[config.mk]
export PLATFORM = sky130hd
export DESIGN_NAME = alu_slice
export DESIGN_NICKNAME = d
export VERILOG_FILES = /design/src/rtl/alu_slice_pkg.sv /design/src/rtl/alu_slice_opnd.sv /design/src/rtl/alu_slice_cimux.sv /design/src/rtl/alu_slice_adder.sv /design/src/rtl/alu_slice_logic.sv /design/src/rtl/alu_slice.sv
export SDC_FILE = /design/constraint.sdc
export NUM_CORES = 1
export LEC_CHECK = 0
export BUFFER_PORTS_ARGS = -buffer_cell sky130_fd_sc_hd__buf_2
export CAP_MARGIN = 20
export CORE_AREA = 4 4 41 43
export DETAILED_ROUTE_END_ITERATION = 16
export DIE_AREA = 0 0 45 47
export GPL_TIMING_DRIVEN = 0
export PLACE_DENSITY = 0.66
export SLEW_MARGIN = 10
export SYNTH_ARGS = -nofsm -noshare
export SYNTH_HDL_FRONTEND = slang
export SYNTH_SLANG_ARGS = --single-unit
[constraint.sdc]
create_clock -name vclk -period 3.6
set_clock_uncertainty 0.15 [all_clocks]
set_input_delay 0.54 -clock vclk [all_inputs]
set_output_delay 0.54 -clock vclk [all_outputs]
set_load 0.01 [all_outputs]
[src/rtl/alu_slice_pkg.sv]
package alu_slice_pkg;

  localparam int CTRL_W      = 8;
  localparam int OP_LSB      = 0;
  localparam int CISEL_LSB   = 2;
  localparam int ZERO_L_BIT  = 4;
  localparam int ZERO_R_BIT  = 5;
  localparam int INV_R_BIT   = 6;
  localparam int STORED_BIT  = 7;

  typedef enum logic [1:0] {
    OP_OR  = 2'b00,
    OP_AND = 2'b01,
    OP_XOR = 2'b10,
    OP_ADD = 2'b11
  } alu_op_e;

  typedef enum logic [1:0] {
    CI_ZERO     = 2'b00,
    CI_ONE      = 2'b01,
    CI_STORED   = 2'b10,
    CI_ZERO_ALT = 2'b11
  } cisel_e;

  typedef struct packed {
    logic    stored;
    logic    inv_r;
    logic    zero_r;
    logic    zero_l;
    cisel_e  cisel;
    alu_op_e op;
  } ctrl_t;

endpackage

[src/rtl/alu_slice_opnd.sv]
module alu_slice_opnd #(
  parameter int WIDTH = 4
) (
  input  logic [WIDTH-1:0] d,
  input  logic             force_zero,
  input  logic             invert,
  output logic [WIDTH-1:0] q
);
  // zero forcing first, then optional inversion, bit by bit
  for (genvar i = 0; i < WIDTH; i++) begin : g_bit
    logic gated;
    assign gated = d[i] & ~force_zero;
    assign q[i]  = gated ^ invert;
  end
endmodule

[src/rtl/alu_slice_cimux.sv]
module alu_slice_cimux
  import alu_slice_pkg::*;
(
  input  cisel_e sel,
  input  logic   stored,
  output logic   ci
);
  always_comb begin
    unique case (sel)
      CI_ONE:    ci = 1'b1;
      CI_STORED: ci = stored;
      default:   ci = 1'b0;
    endcase
  end
endmodule

[src/rtl/alu_slice_adder.sv]
module alu_slice_adder #(
  parameter int WIDTH = 4
) (
  input  logic [WIDTH-1:0] a,
  input  logic [WIDTH-1:0] b,
  input  logic             ci,
  output logic [WIDTH-1:0] sum,
  output logic             co
);
  logic [WIDTH:0] chain;
  assign chain[0] = ci;

  // ripple chain of full adders
  for (genvar i = 0; i < WIDTH; i++) begin : g_fa
    logic p;
    assign p          = a[i] ^ b[i];
    assign sum[i]     = p ^ chain[i];
    assign chain[i+1] = (a[i] & b[i]) | (p & chain[i]);
  end

  assign co = chain[WIDTH];
endmodule

[src/rtl/alu_slice_logic.sv]
module alu_slice_logic
  import alu_slice_pkg::*;
#(
  parameter int WIDTH = 4
) (
  input  logic [WIDTH-1:0] a,
  input  logic [WIDTH-1:0] b,
  input  logic [WIDTH-1:0] sum,
  input  alu_op_e          op,
  output logic [WIDTH-1:0] y
);
  always_comb begin
    unique case (op)
      OP_OR:   y = a | b;
      OP_AND:  y = a & b;
      OP_XOR:  y = a ^ b;
      default: y = sum;
    endcase
  end
endmodule

[src/rtl/alu_slice.sv]
module alu_slice
  import alu_slice_pkg::*;
#(
  parameter int WIDTH = 4
) (
  input  logic [WIDTH-1:0]  l_opnd,
  input  logic [WIDTH-1:0]  r_opnd,
  input  logic [CTRL_W-1:0] ctrl,
  output logic [WIDTH-1:0]  result,
  output logic              carry_out,
  output logic              l_msb,
  output logic              r_msb,
  output logic              carry_thru
);
  localparam int MSB = WIDTH - 1;

  ctrl_t            cw;
  logic [WIDTH-1:0] a_eff;
  logic [WIDTH-1:0] b_eff;
  logic [WIDTH-1:0] sum;
  logic             ci;

  assign cw = ctrl_t'(ctrl);

  alu_slice_opnd #(.WIDTH(WIDTH)) u_left (
    .d          (l_opnd),
    .force_zero (cw.zero_l),
    .invert     (1'b0),
    .q          (a_eff)
  );

  alu_slice_opnd #(.WIDTH(WIDTH)) u_right (
    .d          (r_opnd),
    .force_zero (cw.zero_r),
    .invert     (cw.inv_r),
    .q          (b_eff)
  );

  alu_slice_cimux u_cimux (
    .sel    (cw.cisel),
    .stored (cw.stored),
    .ci     (ci)
  );

  alu_slice_adder #(.WIDTH(WIDTH)) u_add (
    .a   (a_eff),
    .b   (b_eff),
    .ci  (ci),
    .sum (sum),
    .co  (carry_out)
  );

  alu_slice_logic #(.WIDTH(WIDTH)) u_logic (
    .a   (a_eff),
    .b   (b_eff),
    .sum (sum),
    .op  (cw.op),
    .y   (result)
  );

  // sign bits for the downstream overflow logic, taken after conditioning
  assign l_msb      = a_eff[MSB];
  assign r_msb      = b_eff[MSB];
  assign carry_thru = cw.stored;
endmodule

==> results of run 1 <==
-- per-layer routing --
metal	vias up	routed length (um)
li1	206	-
met1	176	373
met2	12	613
met3	0	69
met4	0	0
met5	-	0
-- final timing paths --
kind / from / endpoint / slack, ns / cells after the start
hold / removal: ctrl[7] / carry_thru / 1.23 / 3
setup / recovery: ctrl[2] / result[3] / -0.12 / 13
-- cells in the mapped netlist --
cell type,number
inv_1,13
ha_1,10
nand2b_1,6
fa_1,4
mux4_1,4
xnor2_1,4
xor2_1,4
nor2b_1,2
a21oi_1,1
buf_2,1
buf_4,1
nor2_1,1
-- power by group --
| part | switching [uW] | leakage, uW | total [uW] | internal [uW] |
|---|---|---|---|---|
| sequential | 0 | 0 | 0 | 0 |
| clock | 0 | 0 | 0 | 0 |
| combinational | 46.3 | 0.000371 | 93.7 | 47.4 |
| total | 46.3 | 0.000371 | 93.7 | 47.4 |
-- cell type report --
cell class | instances | area (sq um) | area share (%)
Multi-Input combinational cell | 36 | 462 | 70.3
Timing Repair Buffer | 23 | 115 | 17.5
Inverter | 13 | 48.8 | 7.43
Tap cell | 15 | 18.8 | 2.86
Buffer | 2 | 12.5 | 1.90
-- kinds of logic (layout without fill, tap and decap cells) --
kind of cell    after synthesis  after routing  synth area share [%]
simple gates                  9              9                  10.7
xor+xnor                      8              8                  14.0
buf+inv                      15             38                  12.3
compound gates                1              1                 0.999
fa+ha+maj                    14             14                  41.0
mux                           4              4                  21.0
-- worst max-delay path: stages --
cell     delay [ns]
buf_2          0.09
inv_1          0.04
ha_1           0.19
a21oi_2        0.13
nor2_2         0.05
fa_2           0.33
fa_2           0.34
inv_2          0.06
fa_1           0.15
inv_1          0.05
fa_1           0.44
mux4_2         0.46
buf_2          0.15
-- per-stage QoR --
stage	worst slack, ns	hold WS, ns	setup TNS, ns
after floorplan	0.0663	1.02	0
after global placement	-0.190	1.22	-0.190
after detailed placement	-0.297	1.22	-0.297
after CTS	-0.207	1.22	-0.207
after global routing	-0.232	1.24	-0.232
final	-0.122	1.23	-0.122
-- repair_timing --
item	CTS	global route
setup endpoints to repair	1	1
gates resized for setup	4	4
cloned	0	0
==> run metrics, run 1 <==
outcome=complete, but fails checks; failing checks=setup timing; Area contributors post-synth=ha_1 (25%), mux4_1 (21%), fa_1 (16%), inv_1 (9.7%), nand2b_1 (7.5%); P&R area growth vs syn=31.3%; largest area contributor in the synthesized netlist=ha_1; Util after Layout=50.5%; commonest cells after routing, fill and taps aside=buf_2 (24), inv_1 (12), ha_1 (10), nand2b_1 (5), xor2_1 (4); DR WL/cell=approximately 12 um; antenna diode count=0; fin crit period=around 3.7 ns; nets@finish=approximately 110; crit path max fanout=2; met2 Resource Use GR=~22%; worst hold path type=in -> out; initial core utilization=38.5%; Fin. Hold Viols=0; fraction of layout cells with a size suffix above 1=44.6%; post-route design area=657 sq um; fmax=0.269 GHz; peak supply drop=~50 uV; commonest non-fill, non-tap cell in the layout=buf_2; Slew headroom=73.0%; largest net degree at the start of global routing=9; Die W=45 um; Setup Crit Path Kind=in -> out; Ys Warns=0; vias in the first global route=333; hpwl dp=984 um; area of placed instances=634 sq um; Worst setup EP type=output pin; type of origin of the critical path=input port; Post-CTS Hold Buffers=0; WP data required=2.91 ns; Worst-Margin Slew=0.402 ns; Post-CTS Setup Repair Bufs=0; global-route wire length before repair=1.57 mm; # clk buffers=0; fin. max-slew vios=0; final setup vio count=1; Fillers=about 130; core area=0.00130 sq mm; Sequential Area=0 sq um; GRT overflow=0; max_cap viols=0; initial antenna violation count=0; sequential-to-total area share from yosys stat=0%; drc violations=0; syn_nets=81; met1 Usage GRT=11.7%; Top Usage Layer GRT=met2; port bufs=23; final antenna-violating net count=0; drt first-iter violations=0; Post-Synthesis Cells=51; io pins=24; Seq cells=0; PnR Total Power=about 94 uW; leakage=approximately 0.00037 uW; Core Rows=13; Synth top area share=25.0%; GR Util met3=0%; final worst slack=-0.122 ns; Critical Path AT=3.03 ns; placed insts=89; final wirelength=about 1.1 mm; DR vias/cell=4.43; iteration count of the initial detailed-routing pass=1; RSZ-0062 raised after global routing=true; P per Cell Area=143 mW/mm^2; die height=47 um; GRT Overall Usage=roughly a tenth; Syn Std Cell Area=500 sq um; non-filler cells, final=around 90; post-synthesis cell type count=12; syn_area_per_cell=around 9.8 sq um; crit share post-route=103%; total number of vias=between 300 and 400; routability cong.=about 0.74; full die area=0.00212 sq mm
Power figures use the tool's default switching activity.
==> run 2, diff against run 1 <==
--- a/config.mk
+++ b/config.mk
@@ -11,7 +11,7 @@
 export DETAILED_ROUTE_END_ITERATION = 16
 export DIE_AREA = 0 0 45 47
 export GPL_TIMING_DRIVEN = 0
-export PLACE_DENSITY = 0.66
+export PLACE_DENSITY = 0.67
 export SLEW_MARGIN = 10
 export SYNTH_ARGS = -nofsm -noshare
 export SYNTH_HDL_FRONTEND = slang
==> run 2 against run 1 <==
  * The flow still finishes with violations (setup timing)
  * Utilization stayed put
  * First-iteration DRC count is 6 higher
  * Critical path depth stayed put
  * Largest power group unchanged
==> run metrics, run 2 (synthesis results as in run 1) <==
outcome=complete, but fails checks; failing checks=setup timing; critical path's largest stage delay=0.48 ns (+0.02 ns); Post-CTS Setup Repair Bufs=0 (unchanged); final setup vio count=1 (unchanged); fin crit period=3.70 ns (-0.0179 ns); Fin. Hold Viols=0 (unchanged); peak supply drop=61.1 uV (+21%); RSZ-0062 raised after global routing=true; Util after Layout=50.5% (unchanged); DR WL/cell=10.0 um (-15%); antenna diode count=0 (unchanged); commonest cells after routing, fill and taps aside=buf_2 (23), inv_1 (12), ha_1 (10), nand2b_1 (5), xor2_1 (4); Seq cells=0 (unchanged); GRT overflow=0 (unchanged); P&R area growth vs syn=31.3% (unchanged); final wirelength=893 um (-15%); iteration count of the initial detailed-routing pass=4 (+3); GRT Overall Usage=8.76% (-1.4 points); fraction of layout cells with a size suffix above 1=41.9% (-2.7 points); Core Rows=13 (unchanged); io pins=24 (unchanged); P per Cell Area=138 mW/mm^2 (-3.5%); Die W=45 um (unchanged); largest net degree at the start of global routing=9 (unchanged); leakage=0.000372 uW (+0.42%); Sequential Area=0 sq um (unchanged); core area=0.00130 sq mm (unchanged); global-route wire length before repair=1.44 mm (-8.4%); Setup Crit Path Kind=in -> out; initial core utilization=38.5% (unchanged); worst path cell trace=buf_2, inv_1, ha_1, a21oi_1, nor2_1, fa_2, fa_2, inv_2, fa_1, inv_1, fa_1, mux4_2, buf_6; crit share post-route=103% (-0.50 points); # clk buffers=0 (unchanged); hpwl dp=848 um (-14%); WP data required=2.91 ns (about the same); type of origin of the critical path=input port; Worst-Margin Slew=0.387 ns (-0.0143 ns); drc violations=0 (unchanged); vias in the first global route=349 (+4.8%); Fillers=138 (+5.3%); multi-input logic area=455 sq um (-1.4%); Critical Path AT=3.01 ns (-0.02 ns); Slowest-stage cell, CP=mux4_2; port bufs=23 (unchanged); worst hold path type=in -> out; initial antenna violation count=0 (unchanged); final worst slack=-0.105 ns (+0.0179 ns); crit path max fanout=2 (unchanged); routability cong.=0.696 (-5.6%); drt first-iter violations=6 (+6); die height=47 um (unchanged); nets@finish=106 (unchanged); commonest non-fill, non-tap cell in the layout=buf_2; PnR Total Power=90.4 uW (-3.5%); dpl ws=-0.210 ns (+0.0868 ns); fin. max-slew vios=0 (unchanged); Slew headroom=74.0% (+0.96 points); total number of vias=380 (-3.6%); max_cap viols=0 (unchanged); fmax=0.270 GHz (+0.48%); Worst setup EP type=output pin; final antenna-violating net count=0 (unchanged); full die area=0.00212 sq mm (unchanged); DR vias/cell=4.27 (-3.6%)
[run 2: critical path: cells and delay by family]
kind            cells  cell delay, ns
mux                 1            0.48
compound gates      1            0.12
simple gates        1            0.07
fa+ha+maj           5            1.43
buf+inv             5            0.38
[run 2: per-layer routing]
layer	up-vias	global-route usage (%)	share of wire (%)
met2	13	17.8	53
met3	0	0.383	8.7
met5	-	0	0
li1	206	-	-
met4	0	0	0
met1	161	10.7	38
[run 2: metrics by stage]
stage / hold WS (ns) / std cells / cell area (sq um) / TNS [ns]
final: 1.22 / 89 / 657 / -0.105
after detailed placement: 1.22 / 89 / 634 / -0.210
after global routing: 1.23 / 89 / 657 / -0.216
after global placement: 1.22 / 89 / 634 / -0.189
after floorplan: 1.02 / 51 / 500 / 0
after CTS: 1.22 / 89 / 657 / -0.0931
[run 2: area by class of cell]
cell class | instances | share of cell area [%]
multi-input cells | 36 | 69.3
repair buffers | 23 | 18.5
inverters | 13 | 7.43
well taps | 15 | 2.86
plain buffers | 2 | 1.90
[run 2: timing repair]
item / in CTS / in global routing
hold endpoints to repair: 0 / 0
resized for setup: 7 / 0
setup endpoints to repair: 1 / 1
hold buffers: 0 / 0
[run 2: power by group]
part | switching [uW] | internal [uW]
Combinational | 42.7 | 47.8
Clock | 0 | 0
Sequential | 0 | 0
[run 2: worst paths after layout]
check               endpoint  slack, ns     from  depth (start not counted)
setup / recovery   result[3]      -0.10  ctrl[2]                         13
hold / removal    carry_thru       1.22  ctrl[7]                          3
==> run 3, diff against run 2 <==
==> constraint.sdc (replaced) <==
create_clock -name vclk -period 3.6
set_clock_uncertainty 0.15 [all_clocks]
set_input_delay 0.54 -clock vclk [all_inputs]
set_output_delay 0.54 -clock vclk [all_outputs]
set_load 0.05 [all_outputs]
==> run 3 against run 2 <==
  * The flow still finishes with violations (setup timing)
  * Utilization is 2.9 points higher
  * Sequential share of layout area is the same
  * First-iteration DRC count down 67%
  * Flip-flop and latch count unchanged
  * Maximum frequency fell by 0.93%
  * Non-clock buffer count did not move
  * Cell count unchanged
  * Critical path depth unchanged
  * Total power up 54%
  * Final area grew 5.7%
  * Wire length is 5.4% higher
  * Via count grew 7.4%
  * Critical path type unchanged
  * Critical endpoint unchanged
  * Largest cell class unchanged
  * Highest routed layer unchanged
==> run metrics, run 3 (synthesis results as in run 1) <==
core area=0.00130 sq mm (unchanged); fmax=0.267 GHz (-0.93%); RSZ-0062 raised after global routing=true; P&R area growth vs syn=38.7%; Post-CTS Hold Buffers=0 (unchanged); Setup Crit Path Kind=in -> out; failing checks=setup timing; Top Usage Layer GRT=met2; final antenna-violating net count=0 (unchanged); Sequential Area=0 sq um (unchanged); crit path max fanout=2 (unchanged); worst path cell trace=buf_6, inv_1, ha_2, a21oi_2, nor2_2, fa_2, fa_2, inv_2, fa_2, inv_2, fa_1, mux4_2, buf_8; Fillers=125 (-9.4%); max_cap viols=0 (unchanged); nets@finish=106 (unchanged); port bufs=23 (unchanged); final worst slack=-0.139 ns (-0.0348 ns); drt first-iter violations=2 (-4); initial antenna violation count=0 (unchanged); outcome=complete, but fails checks; critical path's largest stage delay=0.49 ns (about the same); CP dominant cell by count=fa_2; Fin. Hold Viols=0 (unchanged); met2 Resource Use GR=16.7% (-1.1 points); P per Cell Area=200 mW/mm^2 (+45%); DR vias/cell=4.58 (+7.4%); CP Buf/Inv Count=5 (unchanged); global-route wire length before repair=1.52 mm (+5.8%); peak supply drop=109 uV (+79%); final setup vio count=1 (unchanged); Seq cells=0 (unchanged); # clk buffers=0 (unchanged); Slowest-stage cell, CP=mux4_2; hpwl dp=877 um (+3.4%); type of origin of the critical path=input port; post-route design area=694 sq um (+5.7%); Post-CTS Setup Repair Bufs=0 (unchanged); commonest non-fill, non-tap cell in the layout=buf_2; vias in the first global route=379 (+8.6%); die height=47 um (unchanged); GR Util met3=0.383% (unchanged); GRT overflow=0 (unchanged); Worst setup EP type=output pin; total number of vias=408 (+7.4%); commonest cells after routing, fill and taps aside=buf_2 (21), inv_1 (11), ha_1 (8), nand2b_1 (5), xor2_1 (4); antenna diode count=0 (unchanged); initial core utilization=38.5% (unchanged); crit share post-route=104% (+0.97 points); largest net degree at the start of global routing=9 (unchanged); drc violations=0 (unchanged); Min Hold Slack=1.36 ns (+0.144 ns); worst hold path type=in -> out; GRT Overall Usage=9.08% (+0.33 points); Crit path max-delay family=adder cells; Util after Layout=53.4% (+2.9 points); Worst-Margin Slew=0.357 ns (-0.0308 ns); met1 Usage GRT=12.6% (+1.9 points); Slew headroom=76.2% (+2.2 points); area of placed instances=651 sq um (+2.6%); Die W=45 um (unchanged); cts repair resizes=2 (-5); fraction of layout cells with a size suffix above 1=50.0% (+8.1 points); leakage=0.000373 uW (+0.19%); fin. max-slew vios=0 (unchanged); DR WL/cell=10.6 um (+5.4%); io pins=24 (unchanged); routability cong.=0.699 (+0.52%); full die area=0.00212 sq mm (unchanged); Core Rows=13 (unchanged); Critical Path AT=3.05 ns (+0.04 ns); iteration count of the initial detailed-routing pass=3 (-1); WP data required=2.91 ns (about the same); fin crit period=3.74 ns (+0.0348 ns); final wirelength=941 um (+5.4%)
-- run 3: cell counts in the layout (fill, tap and decap cells not counted) --
No cell type changed its count.
-- run 3: power by group --
group	internal [uW]	switching [uW]	leakage, uW
Combinational	54.5	84.4	0.000373
Clock	0	0	0
Sequential	0	0	0
Total	54.5	84.4	0.000373
-- run 3: per-layer routing --
layer  routed length, um  vias up
met5                   0        -
met4                   0        0
met3                  63        0
met2                 529       12
met1                 347      188
li1                    -      208
-- run 3: worst paths after layout --
kind	from	endpoint	slack, ns	cells after the start
max	ctrl[2]	result[3]	-0.14	13
min	ctrl[7]	carry_thru	1.36	3
-- run 3: stage by stage --
step	std cells	worst slack, ns	total power [uW]	TNS (ns)
after floorplan	51	0.0186	98.4	0
after global placement	89	-0.181	124	-0.181
after detailed placement	89	-0.246	129	-0.246
after CTS	89	-0.216	133	-0.216
after global routing	89	-0.238	152	-0.238
final	89	-0.139	139	-0.139
-- run 3: tightest hold or removal path: stages --
cell and delay, ns:
buf_2 0.11, buf_4 0.12, buf_2 0.20
-- run 3: layout make-up --
class                      instances  area, sq um  share of cell area [%]
buffer                             2         15.0                    2.16
tap                               15         18.8                    2.70
timing repair buffer              23          131                    18.9
inverter                          13         48.8                    7.03
multi-input combinational         36          480                    69.2
